[config.mk]
export PLATFORM = sky130hd
export DESIGN_NAME = zscan_bank_pwr_ctl
export DESIGN_NICKNAME = d
export VERILOG_FILES = /design/src/rtl/zsb_pkg.sv /design/src/rtl/zsb_scan_seq.sv /design/src/rtl/zsb_bank_index.sv /design/src/rtl/zsb_bank_power.sv /design/src/rtl/zscan_bank_pwr_ctl.sv
export SDC_FILE = /design/constraint.sdc
export NUM_CORES = 1
export LEC_CHECK = 0
export BUFFER_PORTS_ARGS = -buffer_cell sky130_fd_sc_hd__buf_2
export CAP_MARGIN = 25
export CORE_MARGIN = 2
export CORE_UTILIZATION = 40
export DETAILED_ROUTE_END_ITERATION = 6
export GPL_TIMING_DRIVEN = 0
export SYNTH_ARGS = -nofsm -noshare
export SYNTH_HDL_FRONTEND = slang
export SYNTH_SLANG_ARGS = --single-unit
[constraint.sdc]
create_clock -name clk -period 3.3 [get_ports clk]
set_input_delay 0.33 -clock clk [delete_from_list [all_inputs] [get_ports clk]]
set_output_delay 0.33 -clock clk [all_outputs]
set_load 0.1 [all_outputs]
[src/rtl/zsb_pkg.sv]
package zsb_pkg;

   // Width of an index able to hold values 0..n-1 (never below one bit).
   function automatic int unsigned idx_w(input int unsigned n);
      return (n < 2) ? 1 : $clog2(n);
   endfunction

   function automatic bit is_pow2(input int unsigned n);
      return (n != 0) && ((n & (n - 1)) == 0);
   endfunction

endpackage

[src/rtl/zsb_scan_seq.sv]
module zsb_scan_seq
   import zsb_pkg::*;
#(
   parameter int unsigned ROWS    = 32,
   parameter int unsigned SEG_LEN = 64,
   parameter int unsigned SEGS    = 2,
   localparam int unsigned PW = idx_w(SEG_LEN),
   localparam int unsigned RW = idx_w(ROWS)
) (
   input  logic          clk,
   input  logic          rst_n,
   input  logic          start,
   output logic          busy,
   output logic          done,
   output logic [PW-1:0] pos,
   output logic [RW-1:0] row,
   output logic          nxt_busy,
   output logic [PW-1:0] nxt_pos,
   output logic [RW-1:0] nxt_row
);
   localparam int unsigned SW = idx_w(SEGS);
   localparam logic [PW-1:0] LAST_POS = PW'(SEG_LEN - 1);
   localparam logic [RW-1:0] LAST_ROW = RW'(ROWS - 1);
   localparam logic [SW-1:0] LAST_SEG = SW'(SEGS - 1);

   logic [SW-1:0] seg, nxt_seg;
   logic          tile_end;

   // Next scan position; also serves as the one-cycle lookahead.
   always_comb begin
      nxt_busy = busy;
      nxt_pos  = pos;
      nxt_row  = row;
      nxt_seg  = seg;
      tile_end = 1'b0;
      if (!busy) begin
         if (start) begin
            nxt_busy = 1'b1;
            nxt_pos  = '0;
            nxt_row  = '0;
            nxt_seg  = '0;
         end
      end else if (pos != LAST_POS) begin
         nxt_pos = pos + 1'b1;
      end else begin
         nxt_pos = '0;
         if (row != LAST_ROW) begin
            nxt_row = row + 1'b1;
         end else begin
            nxt_row = '0;
            if (seg != LAST_SEG) begin
               nxt_seg = seg + 1'b1;
            end else begin
               nxt_seg  = '0;
               nxt_busy = 1'b0;
               tile_end = 1'b1;
            end
         end
      end
   end

   always_ff @(posedge clk or negedge rst_n) begin
      if (!rst_n) begin
         busy <= 1'b0;
         pos  <= '0;
         row  <= '0;
         seg  <= '0;
         done <= 1'b0;
      end else begin
         busy <= nxt_busy;
         pos  <= nxt_pos;
         row  <= nxt_row;
         seg  <= nxt_seg;
         done <= tile_end;
      end
   end

endmodule

[src/rtl/zsb_bank_index.sv]
module zsb_bank_index
   import zsb_pkg::*;
#(
   parameter int unsigned ITEMS  = 64,
   parameter int unsigned NBANKS = 4,
   localparam int unsigned PER = ITEMS / NBANKS,
   localparam int unsigned IW  = idx_w(ITEMS),
   localparam int unsigned BW  = idx_w(NBANKS),
   localparam int unsigned OW  = idx_w(PER)
) (
   input  logic [IW-1:0] item,
   output logic [BW-1:0] bank,
   output logic [OW-1:0] offset
);
   generate
      if (NBANKS == 1) begin : g_single
         assign bank   = '0;
         assign offset = OW'(item);
      end else if (is_pow2(PER)) begin : g_shift
         localparam int unsigned SH = $clog2(PER);
         localparam logic [IW-1:0] MASK = IW'(PER - 1);
         assign bank   = BW'(item >> SH);
         assign offset = OW'(item & MASK);
      end else begin : g_divide
         assign bank   = BW'(item / IW'(PER));
         assign offset = OW'(item % IW'(PER));
      end
   endgenerate

endmodule

[src/rtl/zsb_bank_power.sv]
module zsb_bank_power
   import zsb_pkg::*;
#(
   parameter int unsigned NBANKS = 4,
   localparam int unsigned BW = idx_w(NBANKS)
) (
   input  logic              clk,
   input  logic              rst_n,
   input  logic              nxt_req,
   input  logic [BW-1:0]     nxt_bank,
   output logic [NBANKS-1:0] on,
   output logic [NBANKS-1:0] wake,
   output logic [NBANKS-1:0] sleep
);
   for (genvar k = 0; k < NBANKS; k++) begin : g_bank
      logic hit_nxt;
      assign hit_nxt = nxt_req && (nxt_bank == BW'(k));
      // Request power one cycle ahead unless it is already held.
      assign wake[k] = hit_nxt && !on[k];

      always_ff @(posedge clk or negedge rst_n) begin
         if (!rst_n) begin
            on[k]    <= 1'b0;
            sleep[k] <= 1'b0;
         end else begin
            on[k]    <= hit_nxt;
            sleep[k] <= on[k] && !hit_nxt;
         end
      end
   end

endmodule

[src/rtl/zscan_bank_pwr_ctl.sv]
module zscan_bank_pwr_ctl
   import zsb_pkg::*;
#(
   parameter int unsigned ROWS     = 32,
   parameter int unsigned SEG_LEN  = 64,
   parameter int unsigned SEGS     = 2,
   parameter int unsigned RB_BANKS = 8,
   parameter int unsigned CB_BANKS = 4,
   localparam int unsigned PW  = idx_w(SEG_LEN),
   localparam int unsigned RW  = idx_w(ROWS),
   localparam int unsigned RBW = idx_w(RB_BANKS),
   localparam int unsigned RAW = idx_w(ROWS / RB_BANKS),
   localparam int unsigned CBW = idx_w(CB_BANKS),
   localparam int unsigned CAW = idx_w(SEG_LEN / CB_BANKS)
) (
   input  logic                clk,
   input  logic                rst_n,
   input  logic                start,
   output logic                busy,
   output logic                done,
   output logic                row_rd,
   output logic                row_wr,
   output logic [RBW-1:0]      row_bank,
   output logic [RAW-1:0]      row_addr,
   output logic [RB_BANKS-1:0] row_on,
   output logic [RB_BANKS-1:0] row_wake,
   output logic [RB_BANKS-1:0] row_sleep,
   output logic                col_acc,
   output logic [PW-1:0]       col_addr,
   output logic [CBW-1:0]      col_bank,
   output logic [CB_BANKS-1:0] col_on,
   output logic [CB_BANKS-1:0] col_wake,
   output logic [CB_BANKS-1:0] col_sleep
);
   localparam logic [PW-1:0] LAST_POS = PW'(SEG_LEN - 1);

   // Elaboration-time parameter checks.
   generate
      if (SEG_LEN < 4) begin : g_bad_seg
         $error("SEG_LEN must be at least 4");
      end
      if (CB_BANKS == 0 || (SEG_LEN % CB_BANKS) != 0) begin : g_bad_cb
         $error("SEG_LEN must be a multiple of CB_BANKS");
      end
      if (RB_BANKS == 0 || (ROWS % RB_BANKS) != 0) begin : g_bad_rb
         $error("ROWS must be a multiple of RB_BANKS");
      end
      if (SEGS == 0) begin : g_bad_segs
         $error("SEGS must be nonzero");
      end
   endgenerate

   logic          nxt_busy;
   logic [PW-1:0] pos, nxt_pos;
   logic [RW-1:0] row, nxt_row;

   zsb_scan_seq #(.ROWS(ROWS), .SEG_LEN(SEG_LEN), .SEGS(SEGS)) i_scan (
      .clk      (clk),
      .rst_n    (rst_n),
      .start    (start),
      .busy     (busy),
      .done     (done),
      .pos      (pos),
      .row      (row),
      .nxt_busy (nxt_busy),
      .nxt_pos  (nxt_pos),
      .nxt_row  (nxt_row)
   );

   // Bank selection for the current and the next cycle.
   logic [RBW-1:0] nxt_row_bank;
   logic [RAW-1:0] nxt_row_off;
   logic [CBW-1:0] nxt_col_bank;
   logic [CAW-1:0] nxt_col_off, col_off;

   zsb_bank_index #(.ITEMS(ROWS), .NBANKS(RB_BANKS)) i_row_idx_now (
      .item (row), .bank (row_bank), .offset (row_addr)
   );
   zsb_bank_index #(.ITEMS(ROWS), .NBANKS(RB_BANKS)) i_row_idx_nxt (
      .item (nxt_row), .bank (nxt_row_bank), .offset (nxt_row_off)
   );
   zsb_bank_index #(.ITEMS(SEG_LEN), .NBANKS(CB_BANKS)) i_col_idx_now (
      .item (pos), .bank (col_bank), .offset (col_off)
   );
   zsb_bank_index #(.ITEMS(SEG_LEN), .NBANKS(CB_BANKS)) i_col_idx_nxt (
      .item (nxt_pos), .bank (nxt_col_bank), .offset (nxt_col_off)
   );

   // Row store touched at the first and last element of a segment.
   logic row_req_nxt;
   assign row_req_nxt = nxt_busy && ((nxt_pos == '0) || (nxt_pos == LAST_POS));
   assign row_rd      = busy && (pos == '0);
   assign row_wr      = busy && (pos == LAST_POS);

   assign col_acc  = busy;
   assign col_addr = pos;

   zsb_bank_power #(.NBANKS(RB_BANKS)) i_row_pwr (
      .clk      (clk),
      .rst_n    (rst_n),
      .nxt_req  (row_req_nxt),
      .nxt_bank (nxt_row_bank),
      .on       (row_on),
      .wake     (row_wake),
      .sleep    (row_sleep)
   );

   zsb_bank_power #(.NBANKS(CB_BANKS)) i_col_pwr (
      .clk      (clk),
      .rst_n    (rst_n),
      .nxt_req  (nxt_busy),
      .nxt_bank (nxt_col_bank),
      .on       (col_on),
      .wake     (col_wake),
      .sleep    (col_sleep)
   );

   // Offsets inside a column bank are implied by col_addr; keep them for clarity.
   logic unused_offsets;
   assign unused_offsets = ^{nxt_row_off, nxt_col_off, col_off};

endmodule

==> flow_summary.toml <==
[sta]
fin_skew_ns = 0.003377
worst_pin_slew_ns = 0.8494
slew_headroom = 0.4337
hold_violations = 0
slew_violations = 0
rsz0062_at_grt = "true"
clock.fmax_mhz = 313.9
fin_crit_sh = 0.9655
min_period_ns = 3.186
setup_violations = 0

[route]
drt-pass1-iter-count = 4
via_per_inst = 5.529
drtIter0Drc = 62
dr_total_vias = 1631
wl_per_cell_microns = 16.04
antenna_left = 0
wirelength_mm = 4.732
drc_errors = 0

[setup_path]
rr_endpoint = "i_row_pwr.sleep[3]$_DFF_PN0_"
r2r-start = "i_scan.row[1]$_DFFE_PN0P_"
critPathLaunchType = "register"
startpoint = "i_scan.row[1]$_DFFE_PN0P_"
worstPathRequired_ns = 2.97
ff2ff_path_depth = 11
worstPathArrival_ns = 2.86
crit_slowest_cell = "dfrtp_4"
worst_setup_path_end_kind = "output port"
crit_type = "reg2out"
reg2reg_slack_ns = 0.78
crit_chain = "ha_4 -> and3_4 -> ha_4 -> and4_4 -> a31oi_4 -> nand2_4 -> nor2_4 -> o2bb2a_4 -> buf_6 -> buf_6 -> nor4_4 -> buf_4"
crit_fanout = 10
max_stage_delay_ns = 0.49

[yosys]
synthTopCellsByCount = "dfrtp_1 (38), nand2_1 (18), nor3_1 (11), o21ai_0 (8), o31a_1 (8)"
synthMuxAreaShare = 0.01736
syn_inst = 177
synth_compound_area_frac = 0.1515
synthDistinctLibCells = 39
synth_most_common_cell = "dfrtp_1"
synth-simple-area-share = 0.2350
yosysWarnings = 0
ys_async_sr_fraction = 1.000
synth_top_area_share = 0.5073
synth_top_flop_cell = "dfrtp_1"
synthTopCellsByArea = "dfrtp_1 (51%), o31a_1 (3.7%), nand2_1 (3.6%)"
synthAdderAreaFrac = 0.02670
synth_top_family_by_area = "simple AND/OR/NAND/NOR gates"
synth_edf_count = 0
synth.net_count = 184
ys_ff_latch = 38
synth-seq-area-share = 0.5073
synthXorXnorAreaFrac = 0.004673
yosysTopAreaCell = "dfrtp_1"
netlist_area_sq_mm = 0.001874
synth.avg_cell_area_sq_um = 10.59

[floorplanning]
dieArea_sq_mm = 0.005249
core_area_sq_mm = 0.004444
die_x_microns = 72.45
rows = 24
start_util = 0.4217
io_pins = 57
die_h_microns = 72.45

[cts]
clkTransAtPathRegs_ns = 0.07
clockBufferDepth = 2
cts_sinks = 38
insertion_delay_ns = 0.29
h-tree-depth = 2
hold_buffers = 0
cts_buffers = 5
root_buffer = "clkbuf_8"
cts_tree = "yes"

[finish]
drive_above_1_share = 0.4979
final_cells = 295
fin_nets = 249
fillerInstances = 392
num_antenna_cells = 0
syn_to_final_growth_pct = 38.92

[placed_design]
place_congestion = 0.8978
hpwl_mm = 3.378
portBuffers = 56
dp_cells = 285

[global_routing]
gr-usage-all-layers = 0.1927
grt_pass1_wl_mm = 7.810
grt_remaining_overflow = 0
antenna_found_initial = 0
grt_max_degree = 39
grt_pass1_vias = 1585

[run]
maxCapViolations = 0

[min_path]
hold_path.class = "in2async"

[status]
outcome = "complete, no violations"
==> worst max-delay path: cells and delay by family (launching register included) <==
kind                     cells  cell delay (ns)
AO/OA/AOI/OAI                2             0.40
buffers and inverters        3             0.60
AND/OR/NAND/NOR              5             0.72
adder cells (fa/ha/maj)      2             0.35
flip-flops                   1             0.49
==> worst max path at each step <==
stage / slack (ns) / cells past startpoint / to
after floorplan: -0.36 / 11 / row_wake[0]
after global placement: -0.08 / 10 / row_wake[4]
after detailed placement: -0.09 / 10 / row_wake[2]
after CTS: 0.01 / 12 / row_wake[4]
after global routing: -0.004 / 9 / row_wake[1]
final: 0.11 / 12 / row_wake[1]
==> flip-flops by register name, summed over array words and instances, names as in the netlist <==
name and count:
i_scan.busy 1, i_row_pwr.sleep 8, i_col_pwr.on 4, i_row_pwr.on 8, i_scan.done 1, i_scan.seg 1, i_scan.row 5, i_scan.pos 6
i_col_pwr.sleep 4
==> cell families (layout without fill, tap and decap cells) <==
family                     Yosys count  in the layout
DFF                                 38             38
buffers and inverters               18             84
and+or+nand+nor                     78             78
xor gates and xnor gates             1              1
AOI/OAI and AO/OA                   35             35
muxes                                3              3
adders and majority gates            4              4
==> repair_timing <==
action | CTS | global route
buffers inserted | 2 | 2
gates resized for setup | 21 | 9
setup endpoints to repair | 8 | 8
pin swaps | 2 | 10
==> layout by cell type (no fill, tap or decap), drive strengths merged, types with 2 or more instances in the layout <==
cell and instances:
buf 69, dfrtp 38, nand2 18, nor3 11
nor4 10, clkbuf 9, o21ai 8, o31a 8
nand3 8, nor2 7, nor2b 7, nand2b 6
and3 5, o31ai 4, a22o 4, inv 4
ha 4, a31oi 3, mux2 2, and2 2
==> stage by stage <==
stage / setup TNS [ns] / util / setup WS (ns) / hold slack (ns) / instance area [sq um]
floorplan: -2.595 / - / -0.3565 / 0.03441 / 2056
finish: 0 / 0.5859 / 0.1140 / 0.1471 / 2604
global placement: -0.2956 / 0.5403 / -0.07704 / 0.4733 / 2401
CTS: 0 / 0.5797 / 0.01413 / 0.1816 / 2576
global route: -0.004485 / 0.5859 / -0.004485 / 0.2144 / 2604
detailed placement: -0.4155 / 0.5403 / -0.09264 / 0.4920 / 2401
==> layer usage <==
metal / vias up / part of all wire / wire length (microns) / global-route usage
li1: 766 / - / - / -
met1: 803 / 0.44 / 2063 / 0.2456
met2: 55 / 0.50 / 2383 / 0.3272
met3: 7 / 0.049 / 230 / 0.05139
met4: 0 / 0.012 / 55 / 0.04733
met5: - / 0 / 0 / 0
==> area by class of cell <==
class                   instances  area, sq um  area share
clock inverters                 2        12.51    0.004805
repair buffers                 60        356.6      0.1370
well taps                      52        65.06     0.02499
flip-flops and latches         38        978.4      0.3758
inverters                       4        17.52    0.006728
multi-input cells             121        994.7      0.3820
plain buffers                  12        96.34     0.03700
clock buffers                   6        82.58     0.03172
Power is left out: the tool's default activity adds up to more than one toggle a clock period on the data nets, which glitch-free logic cannot reach.
